### config.mk
export PLATFORM = sky130hd
export DESIGN_NAME = twelve_op_alu
export DESIGN_NICKNAME = d
export VERILOG_FILES = /design/src/rtl/alu_pkg.sv /design/src/rtl/alu_shift_unit.sv /design/src/rtl/alu_bitwise_unit.sv /design/src/rtl/alu_muldiv_regs.sv /design/src/rtl/twelve_op_alu.sv
export SDC_FILE = /design/constraint.sdc
export NUM_CORES = 1
export LEC_CHECK = 0
export ABC_AREA = 0
export BUFFER_PORTS_ARGS = -buffer_cell sky130_fd_sc_hd__clkbuf_2
export CAP_MARGIN = 40
export CORE_ASPECT_RATIO = 1.2
export CORE_UTILIZATION = 41
export DETAILED_ROUTE_END_ITERATION = 10
export SYNTH_ARGS = -nofsm -noshare
export SYNTH_HDL_FRONTEND = slang
export SYNTH_SLANG_ARGS = --single-unit
### constraint.sdc
create_clock -name clk -period 44.1 [get_ports clk]
set_clock_uncertainty 0.15 [all_clocks]
set_input_delay 2.205 -clock clk [delete_from_list [all_inputs] [get_ports clk]]
set_output_delay 2.205 -clock clk [all_outputs]
set_load 0.02 [all_outputs]
### src/rtl/alu_pkg.sv
package alu_pkg;
  typedef enum logic [3:0] {
    OP_ADD  = 4'd0,
    OP_SUB  = 4'd1,
    OP_SLL  = 4'd2,
    OP_SRL  = 4'd3,
    OP_SRA  = 4'd4,
    OP_AND  = 4'd5,
    OP_OR   = 4'd6,
    OP_NOR  = 4'd7,
    OP_XOR  = 4'd8,
    OP_MUL  = 4'd9,
    OP_DIV  = 4'd10,
    OP_SLT  = 4'd11
  } alu_op_e;
endpackage

### src/rtl/alu_shift_unit.sv
module alu_shift_unit #(
  parameter int WIDTH = 16,
  localparam int SHW = $clog2(WIDTH)
) (
  input  logic [WIDTH-1:0] val,
  input  logic [SHW-1:0]   amt,
  output logic [WIDTH-1:0] sll_o,
  output logic [WIDTH-1:0] srl_o,
  output logic [WIDTH-1:0] sra_o
);
  logic signed [WIDTH-1:0] sval;

  always_comb begin
    sval  = $signed(val);
    sll_o = val << amt;
    srl_o = val >> amt;
    sra_o = $unsigned(sval >>> amt);
  end
endmodule

### src/rtl/alu_bitwise_unit.sv
module alu_bitwise_unit #(
  parameter int WIDTH = 16
) (
  input  logic [WIDTH-1:0] x,
  input  logic [WIDTH-1:0] y,
  output logic [WIDTH-1:0] and_o,
  output logic [WIDTH-1:0] or_o,
  output logic [WIDTH-1:0] nor_o,
  output logic [WIDTH-1:0] xor_o
);
  always_comb begin
    and_o = x & y;
    or_o  = x | y;
    nor_o = ~(x | y);
    xor_o = x ^ y;
  end
endmodule

### src/rtl/alu_muldiv_regs.sv
module alu_muldiv_regs #(
  parameter int WIDTH = 16,
  localparam int PW = 2 * WIDTH
) (
  input  logic             clk,
  input  logic             rst,
  input  logic             we,
  input  logic             is_mul,
  input  logic             is_div,
  input  logic [WIDTH-1:0] x,
  input  logic [WIDTH-1:0] y,
  output logic [WIDTH-1:0] hi_q,
  output logic [WIDTH-1:0] lo_q,
  output logic             err_q
);
  logic [PW-1:0]    prod;
  logic [WIDTH-1:0] quo;
  logic [WIDTH-1:0] rem;
  logic             y_zero;

  always_comb begin
    y_zero = (y == '0);
    prod   = PW'(x) * PW'(y);
    quo    = y_zero ? '0 : x / y;
    rem    = y_zero ? '0 : x % y;
  end

  always_ff @(posedge clk) begin
    if (rst) begin
      hi_q  <= '0;
      lo_q  <= '0;
      err_q <= 1'b0;
    end else if (we && is_mul) begin
      hi_q <= prod[PW-1:WIDTH];
      lo_q <= prod[WIDTH-1:0];
    end else if (we && is_div) begin
      if (y_zero) begin
        err_q <= 1'b1;
      end else begin
        hi_q <= rem;
        lo_q <= quo;
      end
    end
  end
endmodule

### src/rtl/twelve_op_alu.sv
module twelve_op_alu #(
  parameter int WIDTH = 16,
  localparam int SHW = $clog2(WIDTH)
) (
  input  logic             clk,
  input  logic             rst,
  input  logic [3:0]       op,
  input  logic [WIDTH-1:0] a,
  input  logic [WIDTH-1:0] b,
  input  logic             hilo_we,
  output logic [WIDTH-1:0] result,
  output logic [WIDTH-1:0] hi,
  output logic [WIDTH-1:0] lo,
  output logic             div_err
);
  import alu_pkg::*;

  logic [WIDTH-1:0] sll_w, srl_w, sra_w;
  logic [WIDTH-1:0] and_w, or_w, nor_w, xor_w;
  logic [WIDTH-1:0] next_res;
  logic             is_mul, is_div;

  alu_shift_unit #(.WIDTH(WIDTH)) u_shift (
    .val  (a),
    .amt  (b[SHW-1:0]),
    .sll_o(sll_w),
    .srl_o(srl_w),
    .sra_o(sra_w)
  );

  alu_bitwise_unit #(.WIDTH(WIDTH)) u_bits (
    .x    (a),
    .y    (b),
    .and_o(and_w),
    .or_o (or_w),
    .nor_o(nor_w),
    .xor_o(xor_w)
  );

  always_comb begin
    is_mul = (op == OP_MUL);
    is_div = (op == OP_DIV);
  end

  alu_muldiv_regs #(.WIDTH(WIDTH)) u_md (
    .clk   (clk),
    .rst   (rst),
    .we    (hilo_we),
    .is_mul(is_mul),
    .is_div(is_div),
    .x     (a),
    .y     (b),
    .hi_q  (hi),
    .lo_q  (lo),
    .err_q (div_err)
  );

  always_comb begin
    case (op)
      OP_ADD:  next_res = a + b;
      OP_SUB:  next_res = a - b;
      OP_SLL:  next_res = sll_w;
      OP_SRL:  next_res = srl_w;
      OP_SRA:  next_res = sra_w;
      OP_AND:  next_res = and_w;
      OP_OR:   next_res = or_w;
      OP_NOR:  next_res = nor_w;
      OP_XOR:  next_res = xor_w;
      OP_SLT:  next_res = {{(WIDTH-1){1'b0}}, ($signed(a) < $signed(b))};
      default: next_res = '0;
    endcase
  end

  always_ff @(posedge clk) begin
    if (rst) result <= '0;
    else     result <= next_res;
  end
endmodule

# Word-level counts from Yosys, hierarchy flattened
# Index checks and enable logic that the tools add are counted.
classes:
  reduce_logical: 7
  div: 2
  addsub: 2
  n_lt_le_gt_ge: 1
  bitwise_logic: 5
  n_shift: 3
  n_mux: 7
  mul: 1
  eq_ne: 12
ops:
  columns: ["op", "n"]
  rows:
  - ["$pmux 16 s10", 1]
  - ["$mux 16", 6]
  - ["$mul 16x16->32", 1]
  - ["$add 16x16->16", 1]
  - ["$and 16x16->16", 1]
  - ["$div 16x16->16", 1]
  - ["$eq 4x3->1 const B", 4]
  - ["$eq 4x4->1 const B", 4]
  - ["$logic_not 16->1", 1]
  - ["$lt 16x16->1", 1]
  - ["$mod 16x16->16", 1]
  - ["$not 16->16", 1]
  - ["$or 16x16->16", 1]
  - ["$shl 16x4->16", 1]
  - ["$shr 16x4->16", 1]
  - ["$sshr 16x4->16", 1]
  - ["$sub 16x16->16", 1]
  - ["$xor 16x16->16", 1]
  - ["$eq 4x2->1 const B", 2]
  - ["$eq 4x1->1 const B", 1]
  - ["$logic_not 4->1", 1]
  - ["$reduce_and 3->1", 1]
  - ["$logic_and 1x1->1", 2]
  - ["$ne 2x2->1 const B", 1]
  - ["other kinds (3)", 3]
word_totals:
  input_bits: 39
  word_cells: 44
  register_bits: 49
  romBits: 0
  output_inout_bits: 49
  ram_bits: 0
  latchBits: 0
  n_memories: 0

# Logic depth before layout (Yosys ltp)
logic_depth:
  ltp_word: 4
  depth_mapped: 135
  depth_no_buf: 123

# Hierarchy
# From an unflattened synthesis, not the netlist that was laid out.
hier_totals:
  hier_cells: 3026
  area_unflattened_um2: 23118.4
modules_own_cells:
  columns: ["module", "area_each_um2", "cells_per_inst", "n_inst"]
  rows:
  - ["alu_muldiv_regs", 17416.7, 2263, 1]
  - ["twelve_op_alu", 3264.4, 454, 1]
  - ["alu_shift_unit", 1656.6, 213, 1]
  - ["alu_bitwise_unit", 780.7, 96, 1]

# Worst setup path after synthesis
# OpenSTA, ideal clock, no wires.
synth_timing:
  kind: "input to register"
  start: "input port b[0]"
  end: "register u_md.hi_q[15]"
  arrival_time_ps: 30709
  path_slack_ps: 13182
  path_buffers: 15
  path_stages: 127
  cell_sequence: "clkbuf_1 inv_1 clkbuf_1 ha_1 clkbuf_1 a21oi_1 a21oi_1 ha_1 o21a_1 o21ai_0 nor2_1 mux2i_1 ha_1 o21a_1 o311a_2 a311o_1 a21oi_1 nor2_1 [... 91 more ...] a311o_1 o311ai_0 o31ai_1 clkbuf_8 mux2_2 ha_1 nor2b_1 o31ai_1 a21oi_1 and4_1 a211oi_1 o31ai_1 a311oi_1 nand2b_1 buf_6 nor3_1 a211oi_1 o221a_2"
synth_via:
  elab_chain_cells: 4
synth_lines:
  columns: ["item", "line", "source"]
  rows:
  - ["start: declaration", "twelve_op_alu.sv:9", "input logic [WIDTH-1:0] b,"]
  - ["$mod 16x16->16", "alu_muldiv_regs.sv:25", "rem = y_zero ? '0 : x % y;"]
  - ["$mux 16", "alu_muldiv_regs.sv:37", "if (y_zero) begin"]
  - ["$mux 16", "alu_muldiv_regs.sv:36", "end else if (we && is_div) begin"]
  - ["$mux 16", "alu_muldiv_regs.sv:33", "end else if (we && is_mul) begin"]
  - ["end signal: assignment", "alu_muldiv_regs.sv:34", "hi_q <= prod[PW-1:WIDTH];"]
  - ["end signal: assignment", "alu_muldiv_regs.sv:40", "hi_q <= rem;"]
  - ["end: declaration", "alu_muldiv_regs.sv:12", "output logic [WIDTH-1:0] hi_q,"]
# Parallel ways exist; a longest one is shown, timed or not. The select of a mux whose other input is x is not followed.
# A chain may end at the register's enable or synchronous reset.

# Worst setup path in the final report
layout_timing:
  start: "input port b[5]"
  end: "register u_md.hi_q[10]"
# Same word-level chain as after synthesis.

==> qor.csv <==
metric,value,unit
status,"complete, no violations",
multi_input_area,17800,µm²
hold_path.class,reg2reg,
setup_viol,0,
power_density,50.0,nW/µm²
drt-vias-per-instance,6.28,
cts.sinks,49,
critPathSlowestCell,o31ai_1,
drtIter0Drc,1907,
fp.dieArea,50700,µm²
hold_viol,0,
drtPass1Iterations,5,
cts_root_buffer,clkbuf_16,
cts_max_path_buffers,2,
r2r_setup_slack,42.68,ns
drt-met1-wl,33.0,mm
die_x,206,µm
htree_levels,2,
rsz0062_at_grt,no,
ys_warn_count,0,
io_pins,88,
drc,0,
worstHoldStart,u_md.lo_q[15],
yosysSeqAreaShare,0.0480,
clk_latency,0.32,ns
cts.repair.resized,0,
cap_violations,0,
slew_headroom,0.388,
synth_edf_count,0,
numCtsBuffers,5,
drv_slew,0,
grt_max_degree,51,
layout_common_cells,"nor2_1 (322), ha_1 (292), inv_1 (282), nand2_1 (281), fa_1 (197)",
die_y,247,µm
dp_hpwl,63.9,mm
grt_pass1_vias,21079,
tns,0,ns
slowest_delay,0.69,ns
path_max_fanout,20,
clk_pin_slew,0.10,ns
synth_seq_cells,49,
final_common_cell,nor2_1,
r2r_cells,3,
track_usage,0.336,
wl_met3,6.26,mm
start_util,0.415,
gp_congestion,0.968,
r2r_start,u_md.hi_q[12],
syn_area,20400,µm²
drive_gt1_frac,0.0780,
antenna_found_initial,2,
drt_wl_total,84.0,mm
tightest_slew,0.918,ns
postRouteAntennaNets,0,
syn-num-nets,3237,
post-cts-setup-buffers,0,
nNetsFinal,3246,
r2r-end,u_md.hi_q[12],
worst_ep_arrival_time,35.61,ns
critPathKind,in2reg,
crit_required,44.23,ns
worstHoldEndpoint,u_md.lo_q[15],
synthDistinctLibCells,98,
cp_num_buf_inv,6,
avgSynthCellArea,7.54,µm²
grt_overflow,0,
crit_family,compound AO/OA/AOI/OAI gates,
end_kind,flop,
vias,21093,
path_common_cell,ha_1,
fmax,28.2,MHz
synthesis.instances,2709,
async_flop_share,0,
area_growth,5.84,%
wire_per_inst,25.0,µm
wl_met2,39.0,mm
holdPathStages,2,
final_cells,3358,
io_buffers,87,
ys.flop_type,dfxtp_1,
dp_cells,3348,
coreArea,49200,µm²
fillCellCount,5125,
grt_pass1_wl,127,mm
period_minus_slack,35.49,ns
cts_tree,done,
top_layer,met4,
row_count,89,
critPathLaunchType,primary input,
irDropWorstVdd,0.0000523,V
min_period_over_period,0.805,
ctsHoldBuffers,0,
leakage,10.3,nW
seqCellArea,981,µm²
==> through the flow <==
stage               worst slack (ns)  hold slack [ns]  power, mW  utilization  cell area [µm²]
floorplan                      13.18            0.394      0.764            -            20400
global placement                9.67            0.316       1.01        0.435            21400
detailed placement              8.94            0.314       1.02        0.436            21500
CTS                             9.20            0.339       1.07        0.439            21600
global route                    6.23            0.385       1.20        0.439            21600
finish                          8.61            0.337       1.08        0.439            21600
==> registers in the layout, summed over array words and instances, names as in the netlist <==
signal and count:
result 16, u_md.err_q 1, u_md.hi_q 16, u_md.lo_q 16
==> report_power, final <==
part | internal [mW] | switching [mW] | total (mW)
combinational | 0.397 | 0.586 | 0.983
sequential | 0.0485 | 0.00385 | 0.0523
clock | 0.0213 | 0.0247 | 0.0460
==> worst max-delay path by stage <==
stage                     startpoint             to  slack, ns  depth (start not counted)
after floorplan                 b[0]  u_md.hi_q[15]      13.18                        127
after global placement          b[1]  u_md.hi_q[10]       9.67                        118
after detailed placement        b[5]  u_md.hi_q[15]       8.94                        117
after CTS                       b[5]  u_md.hi_q[10]       9.20                        117
after global routing            b[5]  u_md.hi_q[15]       6.23                        117
final                           b[5]  u_md.hi_q[10]       8.61                        117
==> cell usage after synthesis, types with 9 or more instances <==
master	number	area [µm²]
nor2_1	323	1210
ha_1	292	3650
inv_1	282	1060
nand2_1	281	1050
fa_1	197	3940
a21oi_1	163	816
o21ai_0	139	696
clkbuf_1	104	390
xnor2_1	78	683
nor3_1	63	315
o21a_1	50	375
dfxtp_1	49	981
a21o_1	48	360
nand3_1	43	215
xor2_1	37	324
a211oi_1	35	263
a31oi_1	34	213
a22oi_1	27	203
or3_1	27	169
nand2b_1	24	150
nor2b_1	24	150
mux2i_1	23	230
o211ai_1	20	150
o22ai_1	18	113
and2_1	17	106
buf_1	17	63.8
o31ai_1	17	128
a221oi_1	14	123
mux2_2	13	146
or2_2	13	81.3
nand4_1	12	75.1
nor4_1	12	75.1
a211o_1	11	96.3
and3_1	10	62.6
o221ai_1	10	87.6
a2111oi_0	9	78.8
==> metal layers <==
layer,GRT usage,up-vias
li1,-,9446
met1,0.411,10299
met2,0.558,1035
met3,0.0466,313
met4,0.200,0
met5,0,-
==> cell families (layout without fill, tap and decap cells) <==
family,count (synthesis),in the layout,synth area share
simple gates,878,878,0.191
compound gates,712,712,0.234
fa+ha+maj,489,489,0.372
buf+inv,425,435,0.0818
xor+xnor,115,115,0.0493
flops,49,49,0.0480
mux,41,41,0.0236
other cells,0,2,0
==> cell type report <==
| cell class | count | share of cell area |
|---|---|---|
| well taps | 637 | 0.0369 |
| clock inverters | 2 | 0.000695 |
| clock buffers | 6 | 0.00596 |
| flip-flops and latches | 49 | 0.0454 |
| multi-input cells | 2235 | 0.823 |
| diodes | 2 | 0.000232 |
| repair buffers | 135 | 0.0368 |
| inverters | 292 | 0.0507 |
==> tightest hold or removal path, cell delays in order, from the launching register on <==
cell	delay (ns)
dfxtp_1	0.32
nand2_1	0.05
a31oi_1	0.06
(Power assumes the default switching activity.)
